### config.mk
export PLATFORM = sky130hd
export DESIGN_NAME = sd_clk_div
export DESIGN_NICKNAME = d
export VERILOG_FILES = /design/src/rtl/sdck_pkg.sv /design/src/rtl/sdck_stop_gate.sv /design/src/rtl/sdck_div_core.sv /design/src/rtl/sdck_width_dec.sv /design/src/rtl/sd_clk_div.sv
export SDC_FILE = /design/constraint.sdc
export NUM_CORES = 1
export LEC_CHECK = 0
export ABC_CLOCK_PERIOD_IN_PS = 4300
export BUFFER_PORTS_ARGS = -buffer_cell sky130_fd_sc_hd__buf_2
export CAP_MARGIN = 10
export CORE_MARGIN = 5
export CORE_UTILIZATION = 61
export CTS_CLUSTER_SIZE = 14
export DETAILED_ROUTE_END_ITERATION = 10
export MAX_ROUTING_LAYER = met4
export PLACE_DENSITY = 0.84
export SKIP_LAST_GASP = 1
export SLEW_MARGIN = 40
export SYNTH_ARGS = -nofsm -noshare
export SYNTH_HDL_FRONTEND = slang
export SYNTH_HIERARCHICAL = 1
export SYNTH_SLANG_ARGS = --single-unit
### constraint.sdc
create_clock -name clk_i -period 4.3 [get_ports clk_i]
set_input_delay 0.86 -clock clk_i [delete_from_list [all_inputs] [get_ports clk_i]]
set_output_delay 0.86 -clock clk_i [all_outputs]
set_load 0.01 [all_outputs]
### src/rtl/sdck_pkg.sv
package sdck_pkg;
  typedef enum logic [1:0] {
    BUS_W1 = 2'd0,
    BUS_W4 = 2'd1,
    BUS_W8 = 2'd2
  } bus_width_e;
endpackage

### src/rtl/sdck_stop_gate.sv
module sdck_stop_gate (
  input  logic clk_i,
  input  logic rst_ni,
  input  logic pwr_save_i,
  input  logic bus_idle_i,
  input  logic flow_ctl_i,
  input  logic fifo_stall_i,
  output logic stop_o,
  output logic gate_o
);
  logic stop;
  logic gate_q;

  assign stop = (pwr_save_i & bus_idle_i) | (flow_ctl_i & fifo_stall_i);

  // enable is captured while the kernel clock is low, so the bypass clock is glitch free
  always_ff @(negedge clk_i or negedge rst_ni) begin
    if (!rst_ni) gate_q <= 1'b0;
    else         gate_q <= ~stop;
  end

  assign stop_o = stop;
  assign gate_o = gate_q;

  p_gate_follows_stop_r6: assert property (@(negedge clk_i) disable iff (!rst_ni)
    $past(stop) |-> !gate_q);
endmodule

### src/rtl/sdck_div_core.sv
module sdck_div_core #(
  parameter int DIV_W = 10
) (
  input  logic             clk_i,
  input  logic             rst_ni,
  input  logic [DIV_W-1:0] div_i,
  input  logic             fall_sel_i,
  input  logic             stop_i,
  output logic             bypass_o,
  output logic             ck_o,
  output logic             launch_o,
  output logic             fall_o
);
  logic [DIV_W-1:0] div_q, cnt_q;
  logic             ck_q, launch_q, fall_q;
  logic             bypass, terminal;

  assign bypass   = (div_q == '0);
  assign terminal = (cnt_q == div_q - 1'b1);

  always_ff @(posedge clk_i or negedge rst_ni) begin
    if (!rst_ni) begin
      div_q    <= '0;
      cnt_q    <= '0;
      ck_q     <= 1'b0;
      launch_q <= 1'b0;
      fall_q   <= 1'b0;
    end else if (bypass) begin
      div_q    <= div_i;
      fall_q   <= fall_sel_i;
      cnt_q    <= '0;
      ck_q     <= 1'b0;
      launch_q <= ~stop_i;
    end else if (ck_q) begin
      if (terminal) begin
        // end of high phase: period boundary, settings reload here
        ck_q     <= 1'b0;
        cnt_q    <= '0;
        launch_q <= fall_q;
        div_q    <= div_i;
        fall_q   <= fall_sel_i;
      end else begin
        cnt_q    <= cnt_q + 1'b1;
        launch_q <= 1'b0;
      end
    end else begin
      launch_q <= 1'b0;
      if (terminal) begin
        if (!stop_i) begin
          ck_q     <= 1'b1;
          cnt_q    <= '0;
          launch_q <= ~fall_q;
        end
      end else begin
        cnt_q <= cnt_q + 1'b1;
      end
    end
  end

  assign bypass_o = bypass;
  assign ck_o     = ck_q;
  assign launch_o = launch_q;
  assign fall_o   = fall_q;

  p_cnt_range_r1: assert property (@(posedge clk_i) disable iff (!rst_ni)
    !bypass |-> (cnt_q < div_q));
  p_launch_rise_r3: assert property (@(posedge clk_i) disable iff (!rst_ni)
    $rose(ck_q) |-> (launch_q == !fall_q));
  p_launch_fall_r4: assert property (@(posedge clk_i) disable iff (!rst_ni)
    $fell(ck_q) |-> (launch_q == $past(fall_q)));
  p_stop_low_r6: assert property (@(posedge clk_i) disable iff (!rst_ni)
    (!bypass && !ck_q && terminal && stop_i) |=> !ck_q);
  p_div_hold_r8: assert property (@(posedge clk_i) disable iff (!rst_ni)
    (!bypass && ck_q && !terminal) |=> $stable(div_q));
endmodule

### src/rtl/sdck_width_dec.sv
module sdck_width_dec
  import sdck_pkg::*;
(
  input  logic       wide4_i,
  input  logic       wide8_i,
  output bus_width_e width_o
);
  always_comb begin
    if (wide8_i)      width_o = BUS_W8;
    else if (wide4_i) width_o = BUS_W4;
    else              width_o = BUS_W1;
  end
endmodule

### src/rtl/sd_clk_div.sv
module sd_clk_div
  import sdck_pkg::*;
#(
  parameter int DIV_W = 10
) (
  input  logic             clk_i,
  input  logic             rst_ni,
  input  logic [DIV_W-1:0] div_i,
  input  logic             fall_sel_i,
  input  logic             pwr_save_i,
  input  logic             bus_idle_i,
  input  logic             flow_ctl_i,
  input  logic             fifo_stall_i,
  input  logic             wide4_i,
  input  logic             wide8_i,
  output logic             card_clk_o,
  output logic             launch_o,
  output logic             launch_fall_o,
  output logic [1:0]       bus_width_o
);
  logic       stop, gate, bypass, ck, fall;
  bus_width_e width;

  sdck_stop_gate u_gate (
    .clk_i        (clk_i),
    .rst_ni       (rst_ni),
    .pwr_save_i   (pwr_save_i),
    .bus_idle_i   (bus_idle_i),
    .flow_ctl_i   (flow_ctl_i),
    .fifo_stall_i (fifo_stall_i),
    .stop_o       (stop),
    .gate_o       (gate)
  );

  sdck_div_core #(.DIV_W(DIV_W)) u_core (
    .clk_i      (clk_i),
    .rst_ni     (rst_ni),
    .div_i      (div_i),
    .fall_sel_i (fall_sel_i),
    .stop_i     (stop),
    .bypass_o   (bypass),
    .ck_o       (ck),
    .launch_o   (launch_o),
    .fall_o     (fall)
  );

  sdck_width_dec u_width (
    .wide4_i (wide4_i),
    .wide8_i (wide8_i),
    .width_o (width)
  );

  assign card_clk_o    = bypass ? (clk_i & gate) : ck;
  assign launch_fall_o = bypass | fall;
  assign bus_width_o   = width;

  p_reset_quiet_r9: assert property (@(posedge clk_i)
    !rst_ni |-> (!launch_o && launch_fall_o));
  p_bypass_fall_r2: assert property (@(posedge clk_i) disable iff (!rst_ni)
    bypass |-> launch_fall_o);
endmodule

After elaboration in Yosys (flattened, before gate mapping)
Cells that the tools add are included.

Add/sub/neg operators: 2. Multipliers: 0. Divide/modulo/power cells: 0. Order comparisons: 0. Eq/ne operators: 2. Shift operators: 0. Muxes and demuxes: 24. Bitwise logic cells: 7. Reduce and logical (&&, ||, !) cells: 4.

Operators with widths (count): two-way mux 10 bit (8); two-way mux 1 bit (15); adder 10 x 1 -> 10 bit (second input constant) (1); == test 10 bit (1); logical NOT 10 bit (1); subtractor 10 x 1 -> 10 bit (second input constant) (1); inequality test 4 bit (second input constant) (1); nonzero test 2 bit (2); AND 1 bit (3); two-way mux 2 bit (1); inverter 1 bit (2); OR 1 bit (2); AND reduction 2 bit (1).

Bits in registers: 24. Latch bits: 0. Bits in writable memories: 0. Memory bits (read-only): 0. Input port bits: 19. Memories kept: 0.

Depth between registers and ports, before layout
Gate-level depths: netlist of run 1.

Depth in word-level cells: 6. Gate-level depth with buffers: 10. Depth with buffers taken out: 8.

Modules after synthesis
Netlist of run 1, hierarchy kept.

By module, submodules not included: sdck_div_core (instances 1, cells an instance 175, area an instance 1602.8 um2); sdck_stop_gate (instances 1, cells an instance 3, area an instance 41.3 um2); sdck_width_dec (instances 1, cells an instance 2, area an instance 21.3 um2); sd_clk_div (instances 1, cells an instance 4, area an instance 20.0 um2).

==> results of run 1 <==
==> metal layers <==
metal  GRT usage, %  share of wire [%]  up-vias
li1               -                  -      749
met1           29.5                 43      739
met2           36.5                 51       57
met3           6.65                5.6        5
met4           7.43               0.77        0
met5              -                  0        -
==> placed cells by master (no fill, tap or decap), types with 3 or more instances in the layout <==
master and n:
buf_2 23, dfrtp_1 23, inv_1 10, nand3_1 10, nor3_1 10, nand2_1 10
a22o_1 10, o21ai_0 8, or3_1 8, and3_1 8, clkbuf_4 6, nor2_1 6
o32ai_1 6, xnor2_1 5, o31ai_1 4, buf_4 4, or4_1 3, nand2b_1 3
a22oi_1 3, nor4_1 3, a32oi_1 3, nor2b_1 3
==> area by class of cell <==
type	instances	area share, %
Multi-Input combinational cell	139	52.8
Sequential cell	24	32.2
Timing Repair Buffer	26	7.51
Clock buffer	8	3.42
Tap cell	31	2.08
Inverter	10	2.01
==> cell usage after synthesis (2+ instances only) <==
cell type and n:
ha_1 2, xor2_1 2, o32ai_1 6, xnor2_1 5, nand2b_1 3, o31ai_1 4, nor2_1 6, clkbuf_1 5
or3_4 2, nand3_1 10, buf_6 2, o21ai_0 8, nor4_1 3, inv_1 10, nor3b_1 2, a211o_1 2
buf_1 2, dfrtp_1 23, nor2b_1 3, a22oi_1 3, a22o_1 10, nand2_1 10, and2_1 2, or3_1 8
a21oi_1 2, and3_1 8, a41o_1 2, a31oi_1 2, nand4_1 2, or4_1 3, a32oi_1 3, nor3_1 10
==> sequential cells by signal, summed over array words and instances (netlist names) <==
name	count
u_core/cnt_q	10
u_core/fall_o	1
u_core/ck_o	1
u_gate/gate_o	1
u_core/div_q	10
u_core/launch_o	1
==> where the power goes <==
group | internal [mW] | switching [mW]
clock network | 0.0838 | 0.0820
logic | 0.101 | 0.121
registers | 0.262 | 0.0703
total | 0.447 | 0.273
==> stage by stage <==
| stage | worst slack, ps | utilization (%) | instance area (um2) |
|---|---|---|---|
| after floorplan | 740 | - | 1690 |
| after global placement | 662 | 66.7 | 1810 |
| after detailed placement | 655 | 66.7 | 1810 |
| after CTS | 159 | 68.9 | 1870 |
| after global routing | 111 | 68.9 | 1870 |
| final | 178 | 68.9 | 1870 |
==> final timing paths <==
kind / depth (start not counted) / slack [ps] / to / from
worst min-delay path: 2 / 450 / u_core/cnt_q[3]$_DFFE_PN0P_ / rst_ni
worst min register to register: 1 / 580 / u_core/div_q[1]$_DFFE_PN0P_ / u_core/div_q[1]$_DFFE_PN0P_
max in group asynchronous: 1 / 1920 / u_gate/gate_o$_DFF_NN0_ / rst_ni
min in group clk_i: 1 / 580 / u_core/div_q[1]$_DFFE_PN0P_ / u_core/div_q[1]$_DFFE_PN0P_
worst max-delay path: 3 / 180 / card_clk_o / u_gate/gate_o$_DFF_NN0_
worst max register to register: 7 / 1320 / u_core/div_q[0]$_DFFE_PN0P_ / u_core/div_q[3]$_DFFE_PN0P_
==> cell families after synthesis <==
group           share of synthesized area [%]
buf+inv                                  5.87
fa+ha+maj                                1.48
xor+xnor                                 3.64
compound gates                           23.4
flops                                    35.6
mux                                      2.15
simple gates                             27.8
==> worst max-delay path: stages, from the launching register on <==
cell and delay [ps]:
dfrtn_1 400, nand3_1 50, o21ai_0 80, buf_2 150
==> metrics.md, run 1 <==
| Metric | Value |
|---|---|
| Status | finished, final reports clean |
| RSZ-0062 raised after global routing | false |
| Proportion of layout cells with a drive suffix above 1 | between 20% and 30% |
| Sequential area share after synthesis | 35.6% |
| DRT iter0 DRCs | ~130 |
| Placer Congestion | between 0.8 and 0.9 |
| Routed wire length | between 4000 and 5000 um |
| Arr. time, crit path | about 3300 ps |
| Top Ports | 24 |
| Worst-Margin Slew | 512 ps |
| PwrDens | roughly 390 mW/mm2 |
| CP Max Fanout | 1 |
| Syn nets | slightly above 200 |
| First-pass GRT wire length | between 7000 and 8000 um |
| Syn avg cell area | between 9 and 10 um2 |
| Core box area | 0.00271 mm2 |
| WHS | 450 ps |
| DR WL/cell | approximately 17 um |
| Dpl cells | 231 |
| Register area | ~600 um2 |
| Number of port buffers | 23 |
| HP Class | in -> async |
| Mapped Area | 0.00169 mm2 |
| Die Ht | roughly 63 um |
| GRT overflow | 0 |
| Die area | about 0.0039 mm2 |
| Cell Rows | 19 |
| # resized after CTS | 0 |
| Mapped Cells | around 180 |
| Via count | between 1500 and 2000 |
| Area Overhead vs Synth | 10.8% |
| Max_cap viols | 0 |
| Synth warn | 6 |
| Initial antenna violation count | 0 |
| CP Launch Type | register |
| Synth top area share | roughly 34% |
| Dpl hpwl | roughly 3000 um |
| Post-route ant nets | 0 |
| Final cell count without fillers | about 240 |
| Post-CTS Setup Bufs | 0 |
| Crit path kind | reg -> out |
| Post-DR vias/cell | between 6 and 7 |
| # setup viols final | 0 |
| Final net count | 229 |
| CTS Hold Buffers Added | 0 |
| All-Layer GR Usage | about a quarter |
| Top cells by area, synth | dfrtp_1, a22o_1, o32ai_1 |
| Ys flop type | dfrtp_1 |
| Total power | just over 0.7 mW |
| Slew margin rel. | 65.6% |
| Ant diodes | 0 |
| CTS tree | built |
| FFs w/ async S/R, synth | 100% |
| Vias in the first global route | around 1600 |
| Final hold viol count | 0 |
| DR pass1 iterations | 4 |
| Worst setup EP type | primary output |
| Synth area leader | dfrtp_1 |
| DRC viols | 0 |
| EDFF count, synth | 0 |
| Largest net degree at the start of global routing | 24 |
| Initial Util | between 60 and 70% |
| Final Skew | between 2 and 2.5 ps |
| CP required | 3440 ps |
| Clock transition at path regs | between 100 and 150 ps |
| Register bit total from synthesis | 24 |
| Clock Latency Late Sink | 420 ps |
| Leakage power total | 0.864 nW |
| Die Width | about 63 um |
| Fillcell total | about 220 |
| Synth unique cells | 51 |
| Max Slew Vio Count | 0 |
| Sum of negative setup slack | 0 ps |
| Max VDD drop | around 280 uV |
| Multi-input combinational cell area | about 990 um2 |
No activity file was read; power rests on OpenSTA's default activity.
==> run 2, diff against run 1 <==
--- a/config.mk
+++ b/config.mk
@@ -5,15 +5,15 @@
 export SDC_FILE = /design/constraint.sdc
 export NUM_CORES = 1
 export LEC_CHECK = 0
+export ABC_AREA = 1
 export ABC_CLOCK_PERIOD_IN_PS = 4300
-export BUFFER_PORTS_ARGS = -buffer_cell sky130_fd_sc_hd__buf_2
 export CAP_MARGIN = 10
-export CORE_MARGIN = 5
-export CORE_UTILIZATION = 61
+export CORE_UTILIZATION = 63
 export CTS_CLUSTER_SIZE = 14
 export DETAILED_ROUTE_END_ITERATION = 10
+export DONT_BUFFER_PORTS = 1
 export MAX_ROUTING_LAYER = met4
-export PLACE_DENSITY = 0.84
+export PLACE_DENSITY = 0.79
 export SKIP_LAST_GASP = 1
 export SLEW_MARGIN = 40
 export SYNTH_ARGS = -nofsm -noshare
==> run 2 against run 1 <==
Compared with the run above:
- worst setup slack better by 96 ps
- hold slack got worse by 340 ps
- sequential share of layout area increased by 2.2 points
- cell count increased by 18%
- sequential power shrank 32%
- clock skew shrank 0.87 ps
- via count down 3.5%
- die area is 27% lower
- total power is 46% lower
- core utilization grew 0.94 points
- critical path type unchanged
- critical endpoint unchanged
==> metrics.md, run 2 <==
| Metric | Value |
|---|---|
| Met3 routed WL | 144 um (-38%) |
| Clock Latency Late Sink | 420 ps (about the same) |
| Die Width | 53.6 um (-14%) |
| Synth unique cells | 27 (-47%) |
| Proportion of layout cells with a drive suffix above 1 | 9.60% (-12 points) |
| DR WL met2 | 1540 um (-27%) |
| Area Overhead vs Synth | 4.03% |
| Max VDD drop | 233 uV (-16%) |
| CP Max Fanout | 1 (unchanged) |
| # setup viols final | 0 (unchanged) |
| HP Class | in -> async |
| Most frequent cells in the layout | nand2_1, nand3_1, inv_1 |
| Syn avg cell area | 6.79 um2 (-26%) |
| Top-count cell post-synth | nand2_1 |
| DR WL/cell | 11.8 um (-32%) |
| DRC viols | 0 (unchanged) |
| CP required | 3440 ps (about the same) |
| Die area | 0.00287 mm2 (-27%) |
| Top cells by area, synth | dfrtp_1, nand2_1, nand3_1 |
| CTS tree | built |
| Total power | 0.392 mW (-46%) |
| Vias in the first global route | 1336 (-16%) |
| Biggest regs | u_core/cnt_q (10), u_core/div_q (10) |
| Arr. time, crit path | 3170 ps (-90 ps) |
| # resized after CTS | 0 (unchanged) |
| RR Startpoint | u_core/div_q[0]$_DFFE_PN0P_ |
| CTS Hold Buffers Added | 0 (unchanged) |
| Syn nets | 268 (+31%) |
| Largest net degree at the start of global routing | 25 (+4.2%) |
| Post-DR vias/cell | 5.34 (-18%) |
| DR pass1 iterations | 4 (unchanged) |
| PwrDens | 225 mW/mm2 (-42%) |
| Initial antenna violation count | 0 (unchanged) |
| RSZ-0062 raised after global routing | false |
| EDFF count, synth | 0 (unchanged) |
| CP Launch Type | register |
| Number of port buffers | 0 (-100%) |
| Post-CTS Setup Bufs | 0 (unchanged) |
| Slew margin rel. | 56.0% (-9.6 points) |
| Register area | 601 um2 (unchanged) |
| Cell Rows | 18 (-1) |
| Top Ports | 24 (unchanged) |
| Core box area | 0.00250 mm2 (-7.8%) |
| Wl on met1 | 1590 um (-11%) |
| Status | finished, final reports clean |
| Via count | 1496 (-3.5%) |
| Mapped Cells | 247 (+34%) |
| Sequential area share after synthesis | 35.8% (+0.16 points) |
| Clock transition at path regs | 140 ps (about the same) |
| Initial Util | 67.1% (+4.9 points) |
| Synth area leader | dfrtp_1 |
| Synth warn | 6 (unchanged) |
| Post-route ant nets | 0 (unchanged) |
| First-pass GRT wire length | 5550 um (-25%) |
| Register bit total from synthesis | 24 (unchanged) |
| Ant diodes | 0 (unchanged) |
| Sum of negative setup slack | 0 ps (unchanged) |
| Dpl hpwl | 2530 um (-18%) |
| FFs w/ async S/R, synth | 100% (unchanged) |
| Leakage power total | 0.908 nW (+5.1%) |
| Synth top area share | 34.3% (+0.15 points) |
| Commonest non-fill, non-tap cell in the layout | nand2_1 |
| Die Ht | 53.6 um (-14%) |
| Max Slew Vio Count | 0 (unchanged) |
| Final Skew | 1.19 ps (-0.874 ps) |
| Fillcell total | 221 (+2.3%) |
| DRT iter0 DRCs | 32 (-74%) |
| Max_cap viols | 0 (unchanged) |
| Multi-input combinational cell area | 921 um2 (-6.6%) |
| Mapped Area | 0.00168 mm2 (-0.45%) |
| Final net count | 272 (+19%) |
| Placer Congestion | 0.887 (-0.40%) |
| Routed wire length | 3310 um (-20%) |
| GRT overflow | 0 (unchanged) |
| Crit path kind | reg -> out |
| Worst setup EP type | primary output |
| WHS | 106 ps (-345 ps) |
| Post-synth top cells | nand2_1, nand3_1, inv_1, dfrtp_1, nor2_1 |
| Ys flop type | dfrtp_1 |
| Uppermost layer routed | met4 |
| All-Layer GR Usage | 27.7% (+4.2 points) |
| Worst-Margin Slew | 657 ps (+145 ps) |
| Final hold viol count | 0 (unchanged) |
| Critical path launch point | u_gate/gate_o$_DFF_NN0_ |
-- run 2: cell types whose count changed after synthesis, sizes merged, moves of 6 or more --
cell / before / now
inv: 10 / 32
or3: 10 / 0
o32ai: 6 / 0
a22o: 11 / 0
nand2: 10 / 87
nor2: 6 / 26
nor3: 10 / 3
nand3: 10 / 44
and3: 8 / 0
-- run 2: cells by family (layout without fill, tap and decap cells) --
logic type	Yosys count	count (layout)	synth area share [%]
AO/OA/AOI/OAI	4	4	1.34
XOR/XNOR	7	7	4.47
buffers and inverters	38	41	9.32
flip-flops	24	24	35.8
adder cells (fa/ha/maj)	2	2	1.49
AND/OR/NAND/NOR	172	172	47.6
-- run 2: path summary, 6_finish.rpt --
| path | endpoint | slack [ps] | depth (start not counted) |
|---|---|---|---|
| max | card_clk_o | 270 | 2 |
| min | u_core/cnt_q[1]$_DFFE_PN0P_ | 110 | 0 |
| max reg2reg | u_core/div_q[5]$_DFFE_PN0P_ | 1980 | 9 |
| min reg2reg | u_core/cnt_q[2]$_DFFE_PN0P_ | 560 | 2 |
| max in group asynchronous | u_gate/gate_o$_DFF_NN0_ | 2050 | 0 |
| min in group clk_i | u_core/div_q[1]$_DFFE_PN0P_ | 560 | 2 |
-- run 2: metrics by stage --
step | setup slack, ps | utilization (%) | cell area [um2] | std cells
after floorplan | 765 | - | 1680 | 247
after global placement | 759 | 67.5 | 1690 | 273
after detailed placement | 749 | 67.5 | 1690 | 273
after CTS | 266 | 69.8 | 1750 | 280
after global routing | 240 | 69.8 | 1750 | 280
final | 274 | 69.8 | 1750 | 280
-- run 2: routing by layer --
layer | global-route usage (%) | vias to the layer above
met1 | 32.9 | 663
met5 | - | -
met4 | 10.1 | 0
li1 | - | 789
met3 | 3.67 | 5
met2 | 47.7 | 39
-- run 2: cell type report --
cell class,count,area share [%]
clock buffers,7,3.37
inverters,34,7.31
well taps,30,2.15
multi-input cells,185,52.8
flip-flops and latches,24,34.4
-- run 2: where the power goes --
part	internal, mW	total (mW)	switching, mW	leakage, nW
Combinational	0.00127	0.00566	0.00439	0.600
Clock	0.0824	0.160	0.0776	0.0428
Sequential	0.227	0.227	0.000217	0.265
-- run 2: critical path, stage by stage, from the launching register on --
cell and delay (ps):
dfrtn_1 410, nand3_1 60, nand2_1 120
